==> config.mk <==
export PLATFORM = sky130hd
export DESIGN_NAME = ext_irq_latch
export DESIGN_NICKNAME = d
export VERILOG_FILES = /design/src/rtl/eirq_pkg.sv /design/src/rtl/eirq_sync.sv /design/src/rtl/eirq_edge.sv /design/src/rtl/eirq_regs.sv /design/src/rtl/eirq_latch.sv /design/src/rtl/ext_irq_latch.sv
export SDC_FILE = /design/constraint.sdc
export NUM_CORES = 1
export LEC_CHECK = 0
export ABC_AREA = 1
export BUFFER_PORTS_ARGS = -buffer_cell sky130_fd_sc_hd__clkbuf_2
export CORE_AREA = 4 4 41 43
export DETAILED_ROUTE_END_ITERATION = 10
export DIE_AREA = 0 0 45 47
export GPL_TIMING_DRIVEN = 0
export SETUP_SLACK_MARGIN = 0.1
export SLEW_MARGIN = 20
export SYNTH_ARGS = -nofsm -noshare
export SYNTH_HDL_FRONTEND = slang
export SYNTH_HIERARCHICAL = 1
export SYNTH_SLANG_ARGS = --single-unit
==> constraint.sdc <==
create_clock -name clk -period 1.5 [get_ports clk]
set_clock_uncertainty 0.15 [all_clocks]
set_input_delay 0.3 -clock clk [delete_from_list [all_inputs] [get_ports clk]]
set_output_delay 0.3 -clock clk [all_outputs]
set_load 0.01 [all_outputs]
==> src/rtl/eirq_pkg.sv <==
package eirq_pkg;

   localparam int REG_W    = 4;
   localparam int FLD_MODE = 0;
   localparam int FLD_MASK = 1;
   localparam int FLD_ACK  = 2;
   localparam int FLD_PEND = 3;

   typedef struct packed {
      logic mask;
      logic mode;
   } eirq_ctrl_t;

   typedef enum logic [1:0] {
      LS_IDLE  = 2'd0,
      LS_PEND  = 2'd1,
      LS_ARMED = 2'd2
   } eirq_state_e;

endpackage

==> src/rtl/eirq_sync.sv <==
module eirq_sync #(
   parameter int STAGES = 2
) (
   input  logic clk,
   input  logic rst_n,
   input  logic d,
   output logic q
);

   logic [STAGES-1:0] chain;

   generate
      for (genvar g = 0; g < STAGES; g++) begin : g_stage
         if (g == 0) begin : g_first
            always_ff @(posedge clk or negedge rst_n) begin
               if (!rst_n) chain[0] <= 1'b0;
               else        chain[0] <= d;
            end
         end else begin : g_next
            always_ff @(posedge clk or negedge rst_n) begin
               if (!rst_n) chain[g] <= 1'b0;
               else        chain[g] <= chain[g-1];
            end
         end
      end
   endgenerate

   assign q = chain[STAGES-1];

endmodule

==> src/rtl/eirq_edge.sv <==
module eirq_edge (
   input  logic clk,
   input  logic rst_n,
   input  logic lvl,
   output logic fall
);

   logic lvl_d;

   always_ff @(posedge clk or negedge rst_n) begin
      if (!rst_n) lvl_d <= 1'b0;
      else        lvl_d <= lvl;
   end

   assign fall = lvl_d & ~lvl;

endmodule

==> src/rtl/eirq_regs.sv <==
module eirq_regs
   import eirq_pkg::*;
(
   input  logic             clk,
   input  logic             rst_n,
   input  logic             reg_wr,
   input  logic [REG_W-1:0] reg_wdata,
   input  logic             dbg_break,
   input  logic             brk_clr_en,
   input  logic             pending,
   output eirq_ctrl_t       ctrl,
   output logic             sw_ack,
   output logic [REG_W-1:0] reg_rdata
);

   logic unused_wbits;
   assign unused_wbits = reg_wdata[FLD_PEND];

   always_ff @(posedge clk or negedge rst_n) begin
      if (!rst_n) begin
         ctrl <= '0;
      end else if (reg_wr) begin
         ctrl.mask <= reg_wdata[FLD_MASK];
         ctrl.mode <= reg_wdata[FLD_MODE];
      end
   end

   assign sw_ack = reg_wr & reg_wdata[FLD_ACK] & (~dbg_break | brk_clr_en);

   always_comb begin
      reg_rdata           = '0;
      reg_rdata[FLD_PEND] = pending;
      reg_rdata[FLD_MASK] = ctrl.mask;
      reg_rdata[FLD_MODE] = ctrl.mode;
   end

endmodule

==> src/rtl/eirq_latch.sv <==
module eirq_latch
   import eirq_pkg::*;
(
   input  logic clk,
   input  logic rst_n,
   input  logic fall,
   input  logic clr,
   input  logic level_mode,
   input  logic pin_hi,
   output logic pending,
   output logic armed
);

   eirq_state_e st, st_nx;

   always_comb begin
      st_nx = st;
      unique case (st)
         LS_IDLE: begin
            if (fall) st_nx = LS_PEND;
         end
         LS_PEND: begin
            if (fall)                         st_nx = LS_PEND;
            else if (clr && (!level_mode || pin_hi)) st_nx = LS_IDLE;
            else if (clr)                     st_nx = LS_ARMED;
         end
         LS_ARMED: begin
            if (fall)        st_nx = LS_PEND;
            else if (pin_hi) st_nx = LS_IDLE;
         end
         default: st_nx = LS_IDLE;
      endcase
   end

   always_ff @(posedge clk or negedge rst_n) begin
      if (!rst_n) st <= LS_IDLE;
      else        st <= st_nx;
   end

   assign pending = (st != LS_IDLE);
   assign armed   = (st == LS_ARMED);

endmodule

==> src/rtl/ext_irq_latch.sv <==
module ext_irq_latch
   import eirq_pkg::*;
#(
   parameter int SYNC_STAGES = 2
) (
   input  logic             clk,
   input  logic             rst_n,
   input  logic             irq_pin_n,
   input  logic             reg_wr,
   input  logic [REG_W-1:0] reg_wdata,
   output logic [REG_W-1:0] reg_rdata,
   input  logic             vec_ack,
   input  logic             dbg_break,
   input  logic             brk_clr_en,
   output logic             cpu_irq
);

   generate
      if (SYNC_STAGES < 2) begin : g_bad_sync
         $error("ext_irq_latch: SYNC_STAGES must be at least 2");
      end
   endgenerate

   logic       pin_sync;
   logic       fall_evt;
   logic       sw_ack;
   logic       pending;
   logic       clr_armed;
   eirq_ctrl_t ctrl;

   eirq_sync #(.STAGES(SYNC_STAGES)) u_sync (
      .clk   (clk),
      .rst_n (rst_n),
      .d     (irq_pin_n),
      .q     (pin_sync)
   );

   eirq_edge u_edge (
      .clk   (clk),
      .rst_n (rst_n),
      .lvl   (pin_sync),
      .fall  (fall_evt)
   );

   eirq_regs u_regs (
      .clk        (clk),
      .rst_n      (rst_n),
      .reg_wr     (reg_wr),
      .reg_wdata  (reg_wdata),
      .dbg_break  (dbg_break),
      .brk_clr_en (brk_clr_en),
      .pending    (pending),
      .ctrl       (ctrl),
      .sw_ack     (sw_ack),
      .reg_rdata  (reg_rdata)
   );

   eirq_latch u_latch (
      .clk        (clk),
      .rst_n      (rst_n),
      .fall       (fall_evt),
      .clr        (sw_ack | vec_ack),
      .level_mode (ctrl.mode),
      .pin_hi     (pin_sync),
      .pending    (pending),
      .armed      (clr_armed)
   );

   assign cpu_irq = pending & ~ctrl.mask;

endmodule


### Word-level counts from Yosys, hierarchy flattened

Index checks and enable logic that the tools add are counted.

| word-level totals | value |
|---|---|
| flip-flop bits (word level) | 7 |
| bits of input ports | 11 |

| operators by class | value |
|---|---|
| equality and inequality tests | 5 |
| mux-type cells | 7 |
| bitwise gates (word level) | 9 |
| reduce and logical (&&, ||, !) cells | 6 |

Operators with widths:

| kind | count |
|---|---|
| 2-bit two-way mux | 6 |
| 2-bit one-hot mux with 3 select lines | 1 |
| 1-bit bitwise AND | 4 |
| 4-bit by 2-bit != test with 1-bit output, second input constant | 1 |
| 3-bit by 2-bit != test with 1-bit output, second input constant | 1 |
| 1-bit inverter | 3 |
| 3-bit AND reduction | 1 |
| 2-bit by 1-bit equality test with 1-bit output, second input constant | 1 |
| 2-bit equality test, second input constant | 1 |
| 2-bit zero test | 1 |
| 2-bit != test, second input constant | 1 |
| 1-bit OR | 2 |
| 2-bit nonzero test | 1 |
| 1-bit logical AND | 1 |
| 1-bit zero test | 1 |
| 1-bit logical OR | 1 |

### Depth between registers and ports, before layout

| depth | value |
|---|---|
| word-level depth | 8 |
| gate-level depth with buffers | 10 |
| mapped depth without buffers | 10 |

### Modules after synthesis

Netlist, hierarchy kept.

Modules (own cells, without submodules):

| module | times used | cells an instance | area each (µm²) |
|---|---|---|---|
| eirq_latch | 1 | 24 | 137.6 |
| eirq_regs | 1 | 16 | 125.1 |
| eirq_sync | 1 | 2 | 50.0 |
| eirq_edge | 1 | 3 | 35.0 |
| ext_irq_latch | 1 | 5 | 21.3 |

### Worst setup path before layout

No wires, ideal clock.

| path | value |
|---|---|
| path type | register to output |
| start | register u_latch.st[1] |
| end | output reg_rdata[3] |
| arrival time | 633 ps |
| required time | 1,050 ps |
| slack | 417 ps |
| stages on the path, launching flop included | 4 |
| cell sequence | dfrtp_1 inv_1 nand2_1 buf_4 |

| between the ends | value |
|---|---|
| word-level cells in the longest chain between the ends | 1 |

RTL lines:

| element | RTL line | RTL |
|---|---|---|
| start, declared | eirq_latch.sv:14 | `eirq_state_e st, st_nx;` |
| start signal, assigned | eirq_latch.sv:37 | `else st <= st_nx;` |
| 2-bit nonzero test | eirq_latch.sv:40 | `assign pending = (st != LS_IDLE);` |
| end, declared | ext_irq_latch.sv:11 | `output logic [REG_W-1:0] reg_rdata,` |

No other way between the ends.

### Worst setup path after layout

Same ends and word-level chain as after synthesis.

==> flow_summary.yaml <==
sta:
  setup_tns_ns: 0
  slew_violations: 0
  min_period_ns: 1.45
  whs_ns: 0.0959
  fmax_mhz: 692
  final-setup-viol-count: 0
  grt_setup_unrepaired: "yes"
  hold_violations: 0
  post-route-period-util: 0.964
setup_path:
  path_delay_family: "flip-flops"
  crit_path_start_kind: "flip-flop"
  rr_worst_depth: 7
  critPathMaxFanout: 2
  path_cells: "inv_2, nand2_2, buf_6, buf_6"
  crit_slowest_cell: "dfrtp_1"
  path_class: "flip-flop to output pin"
  r2r_end: "u_latch/st[1]"
  crit_required_ns: 1.05
  critical_path.most_common_cell: "buf_6"
  crit_arrival_ns: 1.00
  r2r_slack_ns: 0.31
  critical_path_buf_inv_count: 3
  end_kind: "output pin"
  crit-reg2reg-launch: "u_latch/st[1]"
  critPathMaxStageDelay_ns: 0.40
logic_synthesis:
  netlist-cell-type-count: 12
  synth_async_sr_flop_share: 1.00
  syn-num-nets: 61
  yosysTopAreaCellShare: 0.475
  synth_area_leaders: "dfrtp_1, inv_1, nand2_1"
  yosysTopAreaCell: "dfrtp_1"
  synth_seq_cells: 7
  synthFlopType: "dfrtp_1"
  ys_seq_area_frac: 0.475
  synth-edff-count: 0
  syn_avg_cell_area_sq_um: 7.38
  netlist_area_sq_um: 369
  syn_inst: 50
  yosys-top-cells-count: "inv_1, nand2_1, dfrtp_1, buf_4, nor2_1"
  yosys_warnings: 6
clock_tree:
  htreeDepth: 1
  cts.clk_slew.worst_paths_ns: 0.06
  cts_root_buf: "clkbuf_4"
  tritoncts: "built"
  cts_buffers: 3
  clk_latency_ns: 0.26
  cts_buffer_depth: 2
  clkSinkCount: 7
worst_hold_path:
  hold_path_class: "primary input to flip-flop"
  hold_start: "reg_wdata[1]"
  hold_depth: 3
  min_to: "u_regs/ctrl[1]"
drt:
  first_pass_iters: 4
  ant_nets: 0
  initialDrtViolationCount: 8
  routedWlPerCell_um: 7.93
  top_layer_used: "met4"
  routed_wl_um: 706
  met1_length_um: 280
  dr_wl_met3_um: 88
  vias_per_cell: 3.92
  met2_wirelength_um: 321
  vias: 349
  drc: 0
global_routing:
  grt_antenna_before_repair: 0
  grt_usage: 0.0844
  grt_pass1_wl_um: 1210
  grt_remaining_overflow: 0
  grt_pass1_vias: 335
  grt_max_degree: 8
cells_and_area:
  final_nets: 86
  drive_gt1_frac: 0.446
  stdcell_area_sq_um: 557
  antennaDiodeCount: 0
  area_growth_pct: 50.8
power:
  p_leak_nw: 0.332
  seqPwrFrac: 0.417
  ir_worst_vdd_mv: 0.511
  clock_power_share: 0.347
  power_density_nw_per_um2: 912
  switchingPower_w: 0.000140
  combinationalPowerShare: 0.236
  switching_share: 0.276
  internal_power_w: 0.000368
placed_design:
  io_buffers: 13
  post_dp_cell_area_sq_um: 453
  dp_hpwl_um: 526
  place.gp.congestion: 0.733
floorplanning:
  coreArea_sq_um: 1300
  fp.dieW_um: 45
  num_rows: 13
  ioPinCount: 16
  start_util: 0.284
  die_area_sq_um: 2120
  die_y_um: 47
outcome:
  outcome: "complete, no violations"
job:
  maxCapViolCount: 0
## routing by layer
layer  up-vias  global-route usage
met3         2              0.0498
li1        188                   -
met4         0              0.0702
met5         -                   0
met2        18               0.127
met1       141              0.0837
## per-stage QoR
step / std cells / setup WS, ns / total power (W) / util
2_1_floorplan: 50 / 0.417 / 0.000270 / -
3_3_place_gp: 78 / 0.240 / 0.000303 / 0.348
3_5_place_dp: 78 / 0.228 / 0.000304 / 0.348
4_1_cts: 87 / 0.0479 / 0.000498 / 0.407
5_1_grt: 89 / 0.000961 / 0.000543 / 0.428
6_report: 89 / 0.0546 / 0.000508 / 0.428
## how the worst max path moves through the flow
stage	startpoint	end	slack (ns)	cells after the start
finish	u_latch/st[1]	reg_rdata[3]	0.05	4
global route	u_latch/st[1]	cpu_irq	0.001	5
CTS	u_latch/st[1]	reg_rdata[3]	0.05	4
detailed placement	reg_wr	u_latch/st[1]	0.23	10
global placement	reg_wr	u_latch/st[1]	0.24	10
floorplan	u_latch/st[1]	reg_rdata[3]	0.42	3
## placed cells by master, fill, tap and decap left out
master / Yosys / routed
buf_4: 4 / 8
buf_2: 0 / 1
dlygate4sd3_1: 0 / 2
inv_1: 12 / 10
buf_6: 0 / 3
nand3_1: 2 / 2
nand2_2: 0 / 1
nand2_1: 12 / 11
a21oi_1: 1 / 1
clkinv_2: 0 / 1
clkbuf_2: 0 / 10
o21ai_0: 3 / 3
a21oi_2: 1 / 1
nor2_1: 4 / 4
inv_2: 1 / 3
dfrtp_1: 7 / 7
clkbuf_4: 0 / 3
conb_1: 1 / 1
nor2_2: 2 / 2
## what timing repair did
item | CTS | global route
pin swaps | 1 | 1
hold endpoints to repair | 8 | 0
setup endpoints to repair | 2 | 3
buffers inserted | 3 | 2
resized for setup | 3 | 6
hold buffers | 2 | 0
## worst register-to-register path, stage by stage, from the launching register on
cell,delay [ns]
dfrtp_1,0.40
buf_4,0.14
nor2_1,0.13
nand2_1,0.08
nand2_1,0.06
inv_1,0.03
nand2_1,0.04
nand2_1,0.04
## cell families after synthesis
kind of cell | Yosys count | share of synthesized area
AO/OA/AOI/OAI | 5 | 0.0779
buffers and inverters | 17 | 0.214
flip-flops | 7 | 0.475
other | 1 | 0.0102
AND/OR/NAND/NOR | 20 | 0.224
## registers in the layout (all words and copies together), names as in the netlist
name / flops
u_latch/st: 2
u_sync/chain: 1
u_sync/q: 1
u_regs/ctrl: 2
u_edge/lvl_d: 1
## cell type report
type / instances / area (sq um)
Buffer: 4 / 33.8
Clock buffer: 3 / 22.5
Clock inverter: 1 / 5.00
Fill cell: 144 / 744
Inverter: 13 / 48.8
Multi-Input combinational cell: 26 / 118
Sequential cell: 7 / 175
Tap cell: 15 / 18.8
Timing Repair Buffer: 20 / 135
## power by group through the flow
stage          clock network (W)  logic [W]  registers (W)
2_1_floorplan                  0  0.0000568       0.000213
3_3_place_gp                   0  0.0000875       0.000215
3_5_place_dp                   0  0.0000885       0.000215
4_1_cts                 0.000180   0.000106       0.000212
5_1_grt                 0.000193   0.000136       0.000214
6_report                0.000176   0.000120       0.000212
(Power assumes the default switching activity.)
